[src/rtl/evt_timer_pkg.sv]
package evt_timer_pkg;
  localparam int DATA_W      = 32;
  localparam int ADDR_W      = 8;
  localparam int CNT_W       = 56;
  localparam int LOW_W       = DATA_W;
  localparam int HI_W        = CNT_W - LOW_W;

  localparam logic [ADDR_W-1:0] OFS_LOW   = 8'h00;
  localparam logic [ADDR_W-1:0] OFS_CTL   = 8'h04;
  localparam logic [ADDR_W-1:0] OFS_MSET  = 8'h2c;
  localparam logic [ADDR_W-1:0] OFS_MCLR  = 8'h30;
  localparam logic [ADDR_W-1:0] OFS_PCLR  = 8'h34;

  localparam int BIT_RUN  = 24;
  localparam int BIT_PER  = 28;
  localparam int BIT_ARM  = 30;
endpackage

[src/rtl/evt_timer_cnt.sv]
module evt_timer_cnt #(
  parameter int CNT_W = 56
) (
  input  logic             clk,
  input  logic             rst_n,
  input  logic             tick_en,
  input  logic             ctl_we,
  input  logic             ctl_arm,
  input  logic             ctl_run,
  input  logic             ctl_per,
  input  logic [CNT_W-1:0] arm_val,
  output logic             run_o,
  output logic             per_o,
  output logic [CNT_W-1:0] cnt_o,
  output logic [CNT_W-1:0] reload_o,
  output logic             expire_o
);
  logic [CNT_W-1:0] cnt_q, cnt_d, rel_q, rel_d;
  logic             run_q, run_d, per_q, per_d;

  always_comb begin
    expire_o = run_q & tick_en & ~ctl_we & (cnt_q <= CNT_W'(1));
    cnt_d = cnt_q;
    rel_d = rel_q;
    run_d = run_q;
    per_d = per_q;
    if (ctl_we) begin
      run_d = ctl_run;
      per_d = ctl_per;
      if (ctl_arm) begin
        cnt_d = arm_val;
        rel_d = arm_val;
      end
    end else if (run_q && tick_en) begin
      if (expire_o) begin
        if (per_q) begin
          cnt_d = rel_q;
        end else begin
          cnt_d = '0;
          run_d = 1'b0;
        end
      end else begin
        cnt_d = cnt_q - CNT_W'(1);
      end
    end
  end

  always_ff @(posedge clk or negedge rst_n) begin
    if (!rst_n) begin
      cnt_q <= '0;
      rel_q <= '0;
      run_q <= 1'b0;
      per_q <= 1'b0;
    end else begin
      cnt_q <= cnt_d;
      rel_q <= rel_d;
      run_q <= run_d;
      per_q <= per_d;
    end
  end

  assign run_o    = run_q;
  assign per_o    = per_q;
  assign cnt_o    = cnt_q;
  assign reload_o = rel_q;
endmodule

[src/rtl/evt_timer_irq.sv]
module evt_timer_irq (
  input  logic clk,
  input  logic rst_n,
  input  logic mask_set,
  input  logic mask_clr,
  input  logic pend_clr,
  input  logic expire,
  output logic mask_o,
  output logic pend_o,
  output logic irq_o
);
  logic mask_q, mask_d, pend_q, pend_d;

  always_comb begin
    mask_d = mask_q;
    if (mask_set)      mask_d = 1'b1;
    else if (mask_clr) mask_d = 1'b0;
    pend_d = pend_q;
    if (expire)        pend_d = 1'b1;
    else if (pend_clr) pend_d = 1'b0;
  end

  always_ff @(posedge clk or negedge rst_n) begin
    if (!rst_n) begin
      mask_q <= 1'b0;
      pend_q <= 1'b0;
    end else begin
      mask_q <= mask_d;
      pend_q <= pend_d;
    end
  end

  assign mask_o = mask_q;
  assign pend_o = pend_q;
  assign irq_o  = pend_q & mask_q;
endmodule

[src/rtl/evt_timer_regs.sv]
module evt_timer_regs
  import evt_timer_pkg::*;
(
  input  logic              clk,
  input  logic              rst_n,
  input  logic              wr_en,
  input  logic [ADDR_W-1:0] addr,
  input  logic [DATA_W-1:0] wdata,
  input  logic              run,
  input  logic              per,
  input  logic              mask,
  input  logic              pend,
  output logic [DATA_W-1:0] rdata,
  output logic              ctl_we,
  output logic              ctl_arm,
  output logic              ctl_run,
  output logic              ctl_per,
  output logic [CNT_W-1:0]  arm_val,
  output logic              mask_set,
  output logic              mask_clr,
  output logic              pend_clr
);
  logic [LOW_W-1:0] low_q, low_d;
  logic [HI_W-1:0]  hi_q, hi_d;
  logic             low_we;

  always_comb begin
    low_we   = wr_en && (addr == OFS_LOW);
    ctl_we   = wr_en && (addr == OFS_CTL);
    ctl_arm  = wdata[BIT_ARM];
    ctl_run  = wdata[BIT_RUN];
    ctl_per  = wdata[BIT_PER];
    arm_val  = {wdata[HI_W-1:0], low_q};
    mask_set = wr_en && (addr == OFS_MSET) && wdata[0];
    mask_clr = wr_en && (addr == OFS_MCLR) && wdata[0];
    pend_clr = wr_en && (addr == OFS_PCLR) && wdata[0];
    low_d    = low_we ? wdata : low_q;
    hi_d     = ctl_we ? wdata[HI_W-1:0] : hi_q;
  end

  always_ff @(posedge clk or negedge rst_n) begin
    if (!rst_n) begin
      low_q <= '0;
      hi_q  <= '0;
    end else begin
      low_q <= low_d;
      hi_q  <= hi_d;
    end
  end

  always_comb begin
    rdata = '0;
    case (addr)
      OFS_LOW:  rdata = low_q;
      OFS_CTL: begin
        rdata[HI_W-1:0] = hi_q;
        rdata[BIT_RUN]  = run;
        rdata[BIT_PER]  = per;
      end
      OFS_MSET: rdata[0] = mask;
      OFS_PCLR: rdata[0] = pend;
      default:  rdata = '0;
    endcase
  end
endmodule

[src/rtl/evt_timer.sv]
module evt_timer
  import evt_timer_pkg::*;
(
  input  logic              clk,
  input  logic              rst_n,
  input  logic              tick_en,
  input  logic              wr_en,
  input  logic [ADDR_W-1:0] addr,
  input  logic [DATA_W-1:0] wdata,
  output logic [DATA_W-1:0] rdata,
  output logic              irq_o
);
  logic             ctl_we, ctl_arm, ctl_run, ctl_per;
  logic [CNT_W-1:0] arm_val, cnt_q, rel_q;
  logic             run_q, per_q, mask_q, pend_q, expire;
  logic             mask_set, mask_clr, pend_clr;

  evt_timer_regs u_regs (
    .clk(clk), .rst_n(rst_n), .wr_en(wr_en), .addr(addr), .wdata(wdata),
    .run(run_q), .per(per_q), .mask(mask_q), .pend(pend_q), .rdata(rdata),
    .ctl_we(ctl_we), .ctl_arm(ctl_arm), .ctl_run(ctl_run), .ctl_per(ctl_per),
    .arm_val(arm_val), .mask_set(mask_set), .mask_clr(mask_clr),
    .pend_clr(pend_clr)
  );

  evt_timer_cnt #(.CNT_W(CNT_W)) u_cnt (
    .clk(clk), .rst_n(rst_n), .tick_en(tick_en), .ctl_we(ctl_we),
    .ctl_arm(ctl_arm), .ctl_run(ctl_run), .ctl_per(ctl_per),
    .arm_val(arm_val), .run_o(run_q), .per_o(per_q), .cnt_o(cnt_q),
    .reload_o(rel_q), .expire_o(expire)
  );

  evt_timer_irq u_irq (
    .clk(clk), .rst_n(rst_n), .mask_set(mask_set), .mask_clr(mask_clr),
    .pend_clr(pend_clr), .expire(expire), .mask_o(mask_q), .pend_o(pend_q),
    .irq_o(irq_o)
  );
endmodule

[config.mk]
export PLATFORM = sky130hd
export DESIGN_NAME = evt_timer
export DESIGN_NICKNAME = d
export VERILOG_FILES = /design/src/rtl/evt_timer_pkg.sv /design/src/rtl/evt_timer_cnt.sv /design/src/rtl/evt_timer_irq.sv /design/src/rtl/evt_timer_regs.sv /design/src/rtl/evt_timer.sv
export SDC_FILE = /design/constraint.sdc
export NUM_CORES = 1
export LEC_CHECK = 0
export BUFFER_PORTS_ARGS = -buffer_cell sky130_fd_sc_hd__buf_2
export CORE_MARGIN = 2
export CORE_UTILIZATION = 30
export DETAILED_ROUTE_END_ITERATION = 7
export MAX_ROUTING_LAYER = met4
export SLEW_MARGIN = 20
export SYNTH_ARGS = -nofsm -noshare
export SYNTH_HDL_FRONTEND = slang
export SYNTH_SLANG_ARGS = --single-unit
[constraint.sdc]
create_clock -name clk -period 8.8 [get_ports clk]
set_input_delay 0.44 -clock clk [delete_from_list [all_inputs] [get_ports clk]]
set_output_delay 0.44 -clock clk [all_outputs]
set_load 0.02 [all_outputs]
# Word-level counts from Yosys, hierarchy flattened
# Cells that the tools add are included.
# totals
register_bits	172
latchBits	0
mem_bits_rw	0
rom_bits	0
in_bits	44
output_inout_bits	33
word_cells	56
mem_count	0
# op_classes
n_addsub	1
mul	0
n_div	0
order_cmp	1
eq_ne	6
shifts	0
mux	18
n_bitwise	5
reduce_logical	17
# ops
operator	count
56-bit 2-to-1 mux	5
56-bit by 1-bit <= comparator with 1-bit output, second input constant	1
56-bit by 1-bit subtractor with 56-bit output, second input constant	1
24-bit one-hot mux with 2 select lines	1
8-bit by 6-bit == test with 1-bit output, second input constant	3
1-bit logical AND	9
8-bit by 3-bit == test with 1-bit output, second input constant	1
8-bit logical NOT	1
1-bit 2-to-1 mux	8
2-bit nonzero test	4
3-bit 2-to-1 mux	2
1-bit AND	4
1-bit one-hot mux with 4 select lines	1
2-bit AND reduction	2
3-bit AND reduction	1
2-bit by 1-bit != test with 1-bit output, second input constant	1
2-bit != test, second input constant	1
1-bit one-hot mux with 2 select lines	1
1-bit NOT	1

# Depth between registers and ports, before layout
# Gate-level depths: netlist (run 1).
# depth
ltp_word	8
depth_mapped	11
depth_no_buf	8

# Modules after synthesis
# Synthesis (run 1) repeated with hierarchy kept, for this count alone.
# unflattened
cells_unflattened	995
hier_area_um2	9629.2
# modules_own_cells
mod	instances	cells_each	area_each_um2	seq_area_each_um2
evt_timer_cnt	1	784	6550.0	2852.7
evt_timer_regs	1	204	3000.4	1401.3
evt_timer_irq	1	7	78.8	50.0

# Worst setup path before layout (run 1)
# No wires, ideal clock.
# synth_timing
path_kind	reg2reg
start	register u_cnt.cnt_q[0] (netlist: u_cnt.cnt_o[0])
end	register u_cnt.cnt_q[52] (netlist: u_cnt.cnt_o[52])
setup_time_ps	94
arrival_time_ps	2690
required_time_ps	8706
setup_slack_ps	6017
stages_incl_launch_ff	11
path_buffers	2
synth_period_minus_slack_ps	2783
cell_sequence	dfrtp_1 > inv_1 > ha_1 > or4b_1 > buf_2 > or4_4 > buf_6 > or4_1 > nor2_2 > xnor2_1 > a221oi_2
# synth_via
elab_chain_len	5
word_cells_on_any_way	6
classes_between	1 x add/sub; 1 x order compare; 3 x mux; 1 x bitwise
# synth_lines
element	line	text
start, declared	evt_timer_cnt.sv:18	logic [CNT_W-1:0] cnt_q, cnt_d, rel_q, rel_d;
start signal, assigned	evt_timer_cnt.sv:55	cnt_q <= cnt_d;
56-bit by 1-bit <= comparator with 1-bit output	evt_timer_cnt.sv:22	expire_o = run_q & tick_en & ~ctl_we & (cnt_q <= CNT_W'(1));
1-bit AND	evt_timer_cnt.sv:22	
56-bit 2-to-1 mux (*)	evt_timer_cnt.sv:35	if (expire_o) begin
56-bit 2-to-1 mux (*)	evt_timer_cnt.sv:34	end else if (run_q && tick_en) begin
56-bit 2-to-1 mux (*)	evt_timer_cnt.sv:27	if (ctl_we) begin
# Every way passes the cells marked *; elsewhere a longest branch is shown, timed or not. The select of a mux whose other input is x is not followed.
# A chain may end at the register's enable or synchronous reset.

# Final worst setup path (run 1)
# layout_timing
start	register u_cnt.cnt_q[18] (netlist: u_cnt.cnt_o[18])
end	register u_cnt.cnt_q[16] (netlist: u_cnt.cnt_o[16])
# layout_via
elab_chain_len	5
# layout_lines
element	line
56-bit by 1-bit <= comparator with 1-bit output	evt_timer_cnt.sv:22
1-bit AND	evt_timer_cnt.sv:22
56-bit 2-to-1 mux	evt_timer_cnt.sv:35
56-bit 2-to-1 mux	evt_timer_cnt.sv:34
56-bit 2-to-1 mux	evt_timer_cnt.sv:27
# No other way between the ends. The select of a mux whose other input is x is not followed.

==> results of run 1 <==
==> logic make-up (layout without fill, tap and decap cells) <==
family          count (synthesis)  after routing
simple gates                  498            498
flops                         172            172
compound gates                165            165
buf+inv                        64            130
xor+xnor                       44             44
mux                            37             37
fa+ha+maj                       2              2
==> worst max-delay path by stage <==
stage	to	slack (ns)	depth (start not counted)
5_1_grt	u_cnt.cnt_o[16]	4.72	7
4_1_cts	u_cnt.cnt_o[16]	4.97	7
6_report	u_cnt.cnt_o[16]	4.81	7
3_3_place_gp	u_cnt.cnt_o[46]	5.04	8
3_5_place_dp	u_cnt.cnt_o[16]	4.98	7
2_1_floorplan	u_cnt.cnt_o[52]	6.02	10
==> synthesized netlist by cell type (13+ instances only) <==
cell      instances  share of area [%]
nand4_1          16                1.1
nor2_1           46                1.9
nor3_1           30                1.7
a211oi_1         14                1.2
mux2_2           36                4.6
nor4_1           22                1.6
xnor2_1          24                2.4
nand3_1          20                1.1
dfrtp_1         172                 48
clkbuf_1         45                1.9
a22o_1           27                2.7
or3_1            22                1.6
o21ai_0          32                1.8
xor2_1           20                2.0
nand2_1         293                 12
or4_1            15                1.3
o22ai_1          13               0.92
==> routing by layer <==
layer  global-route usage, %  share of wire, %  vias to the layer above
met1                    25.9                44                     3940
met3                    2.93               6.4                       53
li1                        -                 -                     3593
met2                    29.2                47                      345
met4                    7.30               2.7                        0
met5                       -                 0                        -
==> final cells by class <==
type,instances,area [sq um]
well taps,384,480
inverters,4,15.0
clock inverters,14,205
repair buffers,94,544
fillers,2939,18600
multi-input cells,746,4340
flip-flops and latches,172,4300
clock buffers,18,439
==> state kept, by name, summed over array words and instances, names as in the netlist <==
| signal | count |
|---|---|
| u_regs.hi_q | 24 |
| u_cnt.run_o | 1 |
| u_irq.mask_o | 1 |
| u_cnt.per_o | 1 |
| u_irq.pend_o | 1 |
| u_regs.low_q | 32 |
| u_cnt.cnt_o | 56 |
| u_cnt.reload_o | 56 |
==> power breakdown <==
group | internal, mW | total, mW | switching (mW)
clock | 0.491 | 0.836 | 0.345
sequential | 0.891 | 1.05 | 0.158
combinational | 0.217 | 0.523 | 0.306
==> through the flow <==
step	cell area, sq um	setup slack (ns)	utilization [%]
floorplan	8870	6.02	-
global placement	9650	5.04	33.3
detailed placement	9650	4.98	33.3
CTS	10300	4.97	35.6
global route	10300	4.72	35.7
finish	10300	4.81	35.7
==> worst max-delay path, stage by stage (launching register included) <==
cell and delay, ns:
dfrtp_1 0.43, nor4_1 0.70, nand2_1 0.56, or4_1 0.75
o21ai_1 0.78, buf_4 0.33, o211ai_1 0.11, a31o_2 0.22
==> results.yml, run 1 <==
logic_synthesis:
  syn_area_sq_mm: 0.00887
  postSynthAreaPerCell_sq_um: 9.04
  syn_nets: 1028
  syn_inst: 982
  synth_warnings: 0
  synth_xor_area_share_pct: 4.34
  synth_flop_cell: "dfrtp_1"
  synthMuxAreaShare_pct: 4.68
  async_reset_ff_share_pct: 100
  yosys.area_share.simple_pct: 25.9
  synth-compound-area-share_pct: 13.4
  ys_seq_elements: 172
  synth_top_family_by_area: "simple AND/OR/NAND/NOR gates"
  ys_types: 60
  synth_fa_ha_area_share_pct: 0.282
  synth_edf_count: 0
  seq_area_frac_synth_pct: 48.5
sta:
  max_freq_ghz: 0.250
  min_period_ns: 3.99
  finalClockSkew_ns: 0.0102
  period_share_pct: 45.4
  maxSlewHeadroom_pct: 35.3
  tns_ns: 0
  slew_violations: 0
  whs_ns: 0.221
  worst-slew-pin-transition_ns: 0.963
  rsz0062_at_grt: "false"
  timing.final.hold_violations: 0
  finalSetupViolations: 0
cts:
  cts_resized: 0
  cts_sinks: 172
  clkTransAtPathRegs_ns: 0.07
  htreeDepth: 4
  cts_tree: "done"
  cts_setup_buffers: 0
  cts_hold_buffers: 0
  clk_latency_ns: 0.44
  root_buffer: "clkbuf_16"
  clk_path_buf_depth: 2
  cts_buffers: 17
route:
  routed_wl_mm: 28.4
  via_per_inst: 5.54
  route.detailed.drc: 0
  ant_nets: 0
  routedWlPerCell_um: 19.8
  dr.pass1.iters: 6
  drtIter0Drc: 763
  vias: 7931
floorplan:
  core-area_sq_mm: 0.0289
  initial_core_util_pct: 30.7
  num_rows: 62
  die_area_sq_mm: 0.0310
  die_y_um: 176
  fp.dieW_um: 176
  io_pins: 77
layout:
  nets: 1081
  layout-drive-gt1-share_pct: 17.6
  syn_to_final_growth_pct: 16.4
  final_cell_mix: "nand2_1, dfrtp_1, buf_2"
  final_cells: 1432
  diodes: 0
  final_common_cell: "nand2_1"
critical_path:
  crit_path_start: "u_cnt.cnt_o[18]"
  crit_type: "flip-flop to flip-flop"
  critical_path_required_ns: 9.13
  reg2reg_to: "u_cnt.cnt_o[16]"
  r2r-start: "u_cnt.cnt_o[18]"
  arrival_ns: 4.32
  reg2reg_slack_ns: 4.81
  worstPathMaxFanout: 15
  critPathLaunchType: "flip-flop"
  ff2ff_path_depth: 7
  endpoint_kind: "flip-flop"
power_and_ir_drop:
  power_mw: 2.41
  ir_worst_vdd_mv: 0.142
  power.density_mw_per_mm2: 233
  p_leak_nw: 4.91
global_routing:
  grt_pass1_wl_mm: 44.8
  grt_pass1_vias: 7689
  grt_max_degree: 106
  grt_overflow: 0
  antenna_found_initial: 1
  grt_usage_pct: 19.2
place:
  place_inst: 1398
  dp_hpwl_mm: 19.4
  gp_congestion: 0.944
  portBuffers: 76
run_status:
  status: "complete, no violations"
run:
  maxCapViolations: 0
worst_hold_path:
  hp-start: "wdata[28]"
  whs_path_depth: 3
  hold_path.class: "input pin to flip-flop"
  whs_endpoint: "u_cnt.per_o"
(Power assumes the default switching activity.)
==> run 2, diff against run 1 <==
- clock period: 8.8 -> 3.6 ns (I/O delays scaled with it)
==> run 2 against run 1 <==
Against the previous run:
- global-route usage grew 1.0 points
- first-iteration DRC count shrank 10%
- via count grew 0.49%
- core utilization grew 1.8 points
- largest cell class unchanged
- critical endpoint is now u_cnt.cnt_o[15]
- critical path type unchanged
- cell count grew 4.4%
- highest routed layer unchanged
- worst setup slack lost 4.2 ns
- combinational power grew to 2.8 times the previous value
- sequential cell count is the same
- clock skew grew 0.0028 ns
- non-clock buffer count grew 63
- count of clock-buffer cells in the layout shrank 1
==> results.yml, run 2 (same netlist as run 1, synthesis figures left out) <==
critical_path:
  crit_path_start: "u_cnt.cnt_o[10]"
  arrival_ns: 3.30
  endpoint_kind: "flip-flop"
  worstPathMaxFanout: 8
  crit_type: "flip-flop to flip-flop"
  critical_path_required_ns: 3.94
  critPathLaunchType: "flip-flop"
  r2r-start: "u_cnt.cnt_o[10]"
sta:
  min_period_ns: 2.95
  finalClockSkew_ns: 0.0130
  slew_violations: 0
  timing.final.hold_violations: 0
  tns_ns: 0
  finalSetupViolations: 0
  rsz0062_at_grt: "false"
  worst-slew-pin-transition_ns: 0.923
  maxSlewHeadroom_pct: 38.2
  period_share_pct: 82.1
  whs_ns: 0.0246
  max_freq_ghz: 0.338
route:
  met2_wirelength_mm: 14.1
  ant_nets: 0
  route.met3.wl_mm: 1.83
  route.detailed.drc: 0
  drtIter0Drc: 683
  dr.pass1.iters: 6
  vias: 7970
  via_per_inst: 5.33
  routed_wl_mm: 29.7
  wl_met1_mm: 13.1
  routed.top_layer: "met4"
  routedWlPerCell_um: 19.8
cts:
  cts_tree: "done"
  clk_latency_ns: 0.44
  htreeDepth: 4
  clkTransAtPathRegs_ns: 0.07
  root_buffer: "clkbuf_16"
  cts_sinks: 172
  cts_setup_buffers: 0
  cts_resized: 0
  clk_path_buf_depth: 2
  cts_buffers: 17
power_and_ir_drop:
  p_leak_nw: 5.18
  power_mw: 5.87
  ir_worst_vdd_mv: 0.359
  power.density_mw_per_mm2: 541
place:
  place_area_sq_mm: 0.00998
  dp_hpwl_mm: 21.1
  gp_congestion: 0.940
  portBuffers: 76
  place_inst: 1436
layout:
  layout-drive-gt1-share_pct: 19.8
  final_cells: 1495
  syn_to_final_growth_pct: 22.2
  design_area_sq_mm: 0.0108
  diodes: 0
  final_cell_mix: "nand2_1, dfrtp_1, buf_2"
  nets: 1144
  final_common_cell: "nand2_1"
floorplan:
  fp.dieW_um: 176
  initial_core_util_pct: 30.7
  io_pins: 77
  die_area_sq_mm: 0.0310
  core-area_sq_mm: 0.0289
  num_rows: 62
  die_y_um: 176
global_routing:
  grt_max_degree: 92
  grt_pass1_vias: 7899
  grt_usage_pct: 20.2
  grt_pass1_wl_mm: 46.7
  grt_overflow: 0
  antenna_found_initial: 0
run:
  maxCapViolations: 0
worst_hold_path:
  hold_path.class: "input pin to flip-flop"
  hp-start: "wdata[5]"
run_status:
  status: "complete, no violations"
-- run 2: final cells by class --
type                            instances  area (sq um)
Fill cell                            2933         18100
Multi-Input combinational cell        746          4340
Sequential cell                       172          4300
Timing Repair Buffer                  157          1110
Tap cell                              384           480
Clock buffer                           17           425
Clock inverter                         15           169
Inverter                                4          15.0
-- run 2: what timing repair did --
| action | in CTS | in global routing |
|---|---|---|
| endpoints found under the hold margin | 134 | 0 |
| endpoints found under the setup margin | 0 | 0 |
| hold buffers | 27 | 0 |
-- run 2: final timing paths --
| kind | end | slack, ns | cells past startpoint |
|---|---|---|---|
| worst max-delay path | u_cnt.cnt_o[15] | 0.65 | 8 |
| worst min-delay path | u_regs.hi_q[5] | 0.02 | 3 |
| min in group asynchronous | u_regs.low_q[28] | 0.45 | 2 |
| worst min register to register | u_cnt.reload_o[25] | 0.47 | 2 |
| worst max register to register | u_cnt.cnt_o[15] | 0.65 | 8 |
| max in group asynchronous | u_cnt.reload_o[9] | 2.26 | 3 |
-- run 2: power breakdown --
group | internal [mW] | switching [mW] | leakage (nW) | total (mW)
Clock | 0.935 | 0.932 | 0.284 | 1.87
Combinational | 0.640 | 0.810 | 2.56 | 1.45
Sequential | 2.18 | 0.373 | 2.33 | 2.55
Total | 3.75 | 2.11 | 5.18 | 5.87
-- run 2: per-stage QoR --
stage / util [%] / setup slack [ns]
3_3_place_gp: 34.5 / 0.723
6_report: 37.5 / 0.646
4_1_cts: 37.5 / 0.657
5_1_grt: 37.5 / 0.433
2_1_floorplan: - / 0.817
3_5_place_dp: 34.5 / 0.686
-- run 2: layer usage --
layer | vias to the layer above | global-route usage (%)
li1 | 3710 | -
met3 | 34 | 3.77
met5 | - | -
met2 | 296 | 32.1
met1 | 3930 | 26.4
met4 | 0 | 5.89
-- run 2: worst max-delay path, cell delays in order (launching register included) --
cell and delay, ns:
dfrtp_1 0.45, nor4_4 0.45, nand4_1 0.13, buf_4 0.19, or4_1 0.68, nor4_4 0.22
buf_4 0.18, mux2_2 0.33, a211oi_1 0.23
